$ cat config.mk
export PLATFORM = sky130hd
export DESIGN_NAME = hsport_chan
export DESIGN_NICKNAME = d
export VERILOG_FILES = /design/src/rtl/hsport_pkg.sv /design/src/rtl/hsport_ctrl.sv /design/src/rtl/hsport_dp.sv /design/src/rtl/hsport_chan.sv
export SDC_FILE = /design/constraint.sdc
export NUM_CORES = 1
export LEC_CHECK = 0
export BUFFER_PORTS_ARGS = -buffer_cell sky130_fd_sc_hd__buf_2
export CORE_MARGIN = 1
export CORE_UTILIZATION = 35
export CTS_BUF_LIST = sky130_fd_sc_hd__clkbuf_8
export DETAILED_ROUTE_END_ITERATION = 12
export GPL_ROUTABILITY_DRIVEN = 1
export PLACE_DENSITY = 0.58
export SLEW_MARGIN = 20
export SYNTH_ARGS = -nofsm -noshare
export SYNTH_HDL_FRONTEND = slang
export SYNTH_HIERARCHICAL = 1
export SYNTH_SLANG_ARGS = --single-unit
$ cat constraint.sdc
create_clock -name clk -period 3.6 [get_ports clk]
set_input_delay 0.72 -clock clk [delete_from_list [all_inputs] [get_ports clk]]
set_output_delay 0.72 -clock clk [all_outputs]
set_load 0.05 [all_outputs]
$ cat src/rtl/hsport_pkg.sv
package hsport_pkg;
  // control register geometry
  localparam int CFG_W = 6;            // writable bits
  localparam int CR_W  = CFG_W + 2;    // plus two read-only flags
  localparam int CR_C1_IE   = 0;
  localparam int CR_C1_POL  = 1;
  localparam int CR_SHOWDAT = 2;
  localparam int CR_C2_LO   = 3;
  localparam int CR_C2_HI   = 4;
  localparam int CR_C2_DIR  = 5;

  typedef enum logic [1:0] {
    C2_INPUT     = 2'd0,
    C2_HANDSHAKE = 2'd1,
    C2_PULSE     = 2'd2,
    C2_MANUAL    = 2'd3
  } c2ModeT;

  // control -> datapath strobes
  typedef struct packed {
    logic ddrWr;
    logic outWr;
    logic showData;
  } dpStrobeT;
endpackage

$ cat src/rtl/hsport_ctrl.sv
module hsport_ctrl
  import hsport_pkg::*;
#(
  parameter bit HS_ON_WRITE = 1'b0
) (
  input  logic             clk,
  input  logic             rstN,
  input  logic             addr,
  input  logic             rdEn,
  input  logic             wrEn,
  input  logic [CFG_W-1:0] wrCfg,
  input  logic             c1In,
  input  logic             c2In,
  output dpStrobeT         strobe,
  output logic [CR_W-1:0]  ctrlView,
  output logic             c2Out,
  output logic             c2Oe,
  output logic             irqOut
);
  logic [CFG_W-1:0] cfg;
  logic flag1, flag2;
  logic c1Prev, c2Prev;
  logic hsLevel, pulseLow;
  logic portSel, portRd, portWr, cfgWr;
  logic edge1, edge2, trigger;
  c2ModeT c2Mode;

  // bus decode
  assign portSel = !addr && cfg[CR_SHOWDAT];
  assign portRd  = rdEn && portSel;
  assign portWr  = wrEn && portSel;
  assign cfgWr   = wrEn && addr;

  // edge detection against the value seen at the previous clock
  assign edge1 = (c1In != c1Prev) && (c1In == cfg[CR_C1_POL]);
  assign edge2 = !cfg[CR_C2_DIR] && (c2In != c2Prev) && (c2In == cfg[CR_C2_HI]);

  // side selection: which access fires the handshake
  generate
    if (HS_ON_WRITE) begin : gTalker
      assign trigger = portWr;
    end else begin : gListener
      assign trigger = portRd;
    end
  endgenerate

  always_ff @(posedge clk or negedge rstN) begin
    if (!rstN) begin
      cfg      <= '0;
      flag1    <= 1'b0;
      flag2    <= 1'b0;
      c1Prev   <= 1'b0;
      c2Prev   <= 1'b0;
      hsLevel  <= 1'b1;
      pulseLow <= 1'b0;
    end else begin
      c1Prev   <= c1In;
      c2Prev   <= c2In;
      if (cfgWr) cfg <= wrCfg;
      flag1    <= edge1 || (flag1 && !portRd);
      flag2    <= edge2 || (flag2 && !portRd);
      pulseLow <= trigger;
      if (trigger)    hsLevel <= 1'b0;
      else if (edge1) hsLevel <= 1'b1;
    end
  end

  always_comb begin
    if (!cfg[CR_C2_DIR])     c2Mode = C2_INPUT;
    else if (cfg[CR_C2_HI])  c2Mode = C2_MANUAL;
    else if (cfg[CR_C2_LO])  c2Mode = C2_PULSE;
    else                     c2Mode = C2_HANDSHAKE;
  end

  always_comb begin
    unique case (c2Mode)
      C2_HANDSHAKE: c2Out = hsLevel;
      C2_PULSE:     c2Out = !pulseLow;
      C2_MANUAL:    c2Out = cfg[CR_C2_LO];
      default:      c2Out = 1'b0;
    endcase
  end

  assign c2Oe   = (c2Mode != C2_INPUT);
  assign irqOut = (flag1 && cfg[CR_C1_IE]) ||
                  (flag2 && cfg[CR_C2_LO] && (c2Mode == C2_INPUT));

  assign ctrlView        = {flag1, flag2, cfg};
  assign strobe.ddrWr    = wrEn && !addr && !cfg[CR_SHOWDAT];
  assign strobe.outWr    = portWr;
  assign strobe.showData = cfg[CR_SHOWDAT];
endmodule

$ cat src/rtl/hsport_dp.sv
module hsport_dp
  import hsport_pkg::*;
#(
  parameter int WIDTH = 8
) (
  input  logic             clk,
  input  logic             rstN,
  input  dpStrobeT         strobe,
  input  logic [WIDTH-1:0] wrData,
  input  logic [WIDTH-1:0] pinIn,
  output logic [WIDTH-1:0] pinOut,
  output logic [WIDTH-1:0] pinOe,
  output logic [WIDTH-1:0] dpView
);
  logic [WIDTH-1:0] dirReg;
  logic [WIDTH-1:0] outLatch;
  logic [WIDTH-1:0] portSample;

  always_ff @(posedge clk or negedge rstN) begin
    if (!rstN) begin
      dirReg   <= '0;
      outLatch <= '0;
    end else begin
      if (strobe.ddrWr) dirReg   <= wrData;
      if (strobe.outWr) outLatch <= wrData;
    end
  end

  // per-bit read-back: pin for inputs, latch for outputs
  generate
    for (genvar b = 0; b < WIDTH; b++) begin : gBit
      assign portSample[b] = dirReg[b] ? outLatch[b] : pinIn[b];
    end
  endgenerate

  assign pinOut = outLatch;
  assign pinOe  = dirReg;
  assign dpView = strobe.showData ? portSample : dirReg;
endmodule

$ cat src/rtl/hsport_chan.sv
module hsport_chan
  import hsport_pkg::*;
#(
  parameter int WIDTH       = 8,
  parameter bit HS_ON_WRITE = 1'b0
) (
  input  logic             clk,
  input  logic             rstN,
  input  logic             addr,
  input  logic             rdEn,
  input  logic             wrEn,
  input  logic [WIDTH-1:0] wrData,
  output logic [WIDTH-1:0] rdData,
  input  logic [WIDTH-1:0] pinIn,
  output logic [WIDTH-1:0] pinOut,
  output logic [WIDTH-1:0] pinOe,
  input  logic             c1In,
  input  logic             c2In,
  output logic             c2Out,
  output logic             c2Oe,
  output logic             irqOut
);
  dpStrobeT         strobe;
  logic [CR_W-1:0]  ctrlView;
  logic [WIDTH-1:0] dpView;

  hsport_ctrl #(.HS_ON_WRITE(HS_ON_WRITE)) uCtrl (
    .clk(clk), .rstN(rstN), .addr(addr), .rdEn(rdEn), .wrEn(wrEn),
    .wrCfg(wrData[CFG_W-1:0]), .c1In(c1In), .c2In(c2In),
    .strobe(strobe), .ctrlView(ctrlView),
    .c2Out(c2Out), .c2Oe(c2Oe), .irqOut(irqOut)
  );

  hsport_dp #(.WIDTH(WIDTH)) uDp (
    .clk(clk), .rstN(rstN), .strobe(strobe), .wrData(wrData),
    .pinIn(pinIn), .pinOut(pinOut), .pinOe(pinOe), .dpView(dpView)
  );

  assign rdData = addr ? WIDTH'(ctrlView) : dpView;
endmodule

==> run metrics <==
Worst Path Max Fanout 21; All-Layer GR Usage 15.67%; CP Data Required Time 2880 ps; Starting Density 37.88%; chip width 66.12 um; nature of the critical path endpoint output port; IO Pins 50; post-CTS sizing 0; register area 701.9 um^2; slowest CP cell dfrtp_1; WHS 461.7 ps; Mapped Area 0.001439 mm^2; global route hottest layer met2; die area 0.004371 mm^2; Avg Synthesized Cell Area 11.89 um^2; CTS tree done; fin crit share 72.62%; sequential area share after synthesis 48.78%; outcome finished, final reports clean; critical path arrival 1890 ps; setup TNS 0 ps; RSZ-0062 raised after global routing false; area occupied by multi-input gates 600.6 um^2; clk sinks 28; CTS Buf Count 3; drt drc 0; Die Y 66.12 um; 1st-iter DRT viols 32; CORE AREA 0.003799 mm^2; Max clock buf depth 2; cell family with most CP delay flip-flops; Final Skew 1.412 ps; crit path buf inv count 1; Initial DRT Pass Iterations 4; Net count, final 189; design area 0.001702 mm^2; Setup-failing EPs final 0; # Post-CTS Setup Buffers 0; H-tree depth 1; antenna diode count 0; routed wire length 3.101 mm; share of cells above drive strength 1 49.09%; Routed WL per cell 14.56 um; row cnt 22; M2 GR Usage 24.62%; CTS root buf clkbuf_8; syn_nets 144; Syn Inst Count 121; met3 usage 4.828%; FILL cells 378; vias per cell 4.869; CP peak stage delay 810 ps; routability cong. 0.7781; initial antenna violation count 0; cts hold-fix bufs 0; vias in the first global route 1024; VDD IR-drop max 0.3386 mV; Skew-Pair Late Insertion Delay 270 ps; Post-DRT Antenna Nets 0; WS Path Type flip-flop to output port; Synth warnings 6; met1 Use GR 21.51%; HP Class input port to async pin; Pwr Density 704.7 mW/mm^2; Pleak 0.8626 nW; IO Port Bufs 49; pre-CTS setup slack 1282 ps; relative slew slack 52.62%; Worst setup SP type flip-flop; maximum achievable frequency 382.5 MHz; Yosys reg bits 28; setup slack after layout 985.7 ps; HPWL Detailed 2.393 mm; Final Util 44.80%; Slew Viols, Final 0; Fin. Hold Viols 0; area after detailed placement 0.001657 mm^2; total vias in the final route 1037; area delta synth->final 18.26%; Worst Max-Slew Pin Slew 710.8 ps; largest net degree at the start of global routing 29; grt total ovfl 0; clock slew at reported path FFs 90 ps; critical path, cell by cell a21oi_1, a31oi_1, mux2_4, buf_2; Max Cap Violations 0; Unique masters post-synth 25; crit path time final 2614 ps; global-route wire length before repair 5.009 mm
## cell type report
| type | count | area share [%] |
|---|---|---|
| Sequential cell | 28 | 41.25 |
| Multi-Input combinational cell | 72 | 35.29 |
| Timing Repair Buffer | 50 | 14.85 |
| Tap cell | 48 | 3.529 |
| Clock buffer | 3 | 2.426 |
| Inverter | 11 | 2.426 |
| Clock inverter | 1 | 0.2206 |
## cell usage after synthesis, drive strengths merged
cell	instances	area, um^2
a31oi	8	50.05
buf	9	91.34
dfstp	1	26.28
nand3b	1	20.02
a32o	1	10.01
o21ai	9	45.04
nand2	12	52.55
mux2	22	300.3
o21a	1	7.510
a22o	1	8.760
dfrtp	27	675.7
inv	11	41.29
and3b	1	10.01
a21o	1	7.510
nand2b	2	12.51
clkbuf	1	3.750
nor3b	1	7.510
nor2	1	3.750
a21oi	9	52.55
o22ai	2	12.51
## stage by stage
| step | std cells | power [mW] |
|---|---|---|
| 2_1_floorplan | 121 | 0.9284 |
| 3_3_place_gp | 209 | 1.034 |
| 3_5_place_dp | 209 | 1.042 |
| 4_1_cts | 213 | 1.212 |
| 5_1_grt | 213 | 1.266 |
| 6_report | 213 | 1.199 |
## sequential cells by signal (all words and copies together), names as in the netlist
register        count
uDp/pinOe           8
uCtrl/c2Prev        1
uCtrl/hsLevel       1
uCtrl/c1Prev        1
uCtrl/cfg           6
uCtrl/pulseLow      1
uCtrl/flag1         1
uDp/pinOut          8
uCtrl/flag2         1
## cell families (layout without fill, tap and decap cells)
logic type	count (synthesis)	after routing	share of synthesized area (%)
AND/OR/NAND/NOR	18	18	7.391
flip-flops	28	28	48.78
AO/OA/AOI/OAI	32	32	13.48
buffers and inverters	21	65	9.478
multiplexers	22	22	20.87
## layout by cell type, fill, tap and decap left out, drive strengths merged
cell type  count
nand2         12
inv           12
a31oi          8
a32o           1
buf           50
dfrtp         27
nand2b         2
a22o           1
o21ai          9
mux2          22
o22ai          2
clkbuf         3
and3b          1
a21o           1
nor2           1
dfstp          1
o21a           1
nand3b         1
nor3b          1
a21oi          9
## report_power, final
part	total, mW	switching (mW)	leakage [nW]	internal, mW
clock	0.166	0.0895	0.0269	0.0764
combinational	0.581	0.407	0.504	0.174
sequential	0.452	0.0670	0.332	0.385
total	1.20	0.563	0.863	0.636
## routing by layer
metal	part of all wire (%)	vias up
li1	-	506
met1	49	498
met2	45	31
met3	5.4	2
met4	0.45	0
met5	0	-
## worst paths after layout
check / start / to / slack, ps / cells past startpoint
max in group asynchronous: rstN / uCtrl/c1Prev / 2730 / 1
min: rstN / uCtrl/c2Prev / 460 / 1
min in group clk: uCtrl/flag1 / uCtrl/flag1 / 530 / 1
max reg2reg: uCtrl/cfg[2] / uDp/pinOe[6] / 1750 / 3
min reg2reg: uCtrl/flag1 / uCtrl/flag1 / 530 / 1
max: uCtrl/cfg[2] / rdData[0] / 990 / 4
Note: power is estimated with default switching activity, not from simulation.
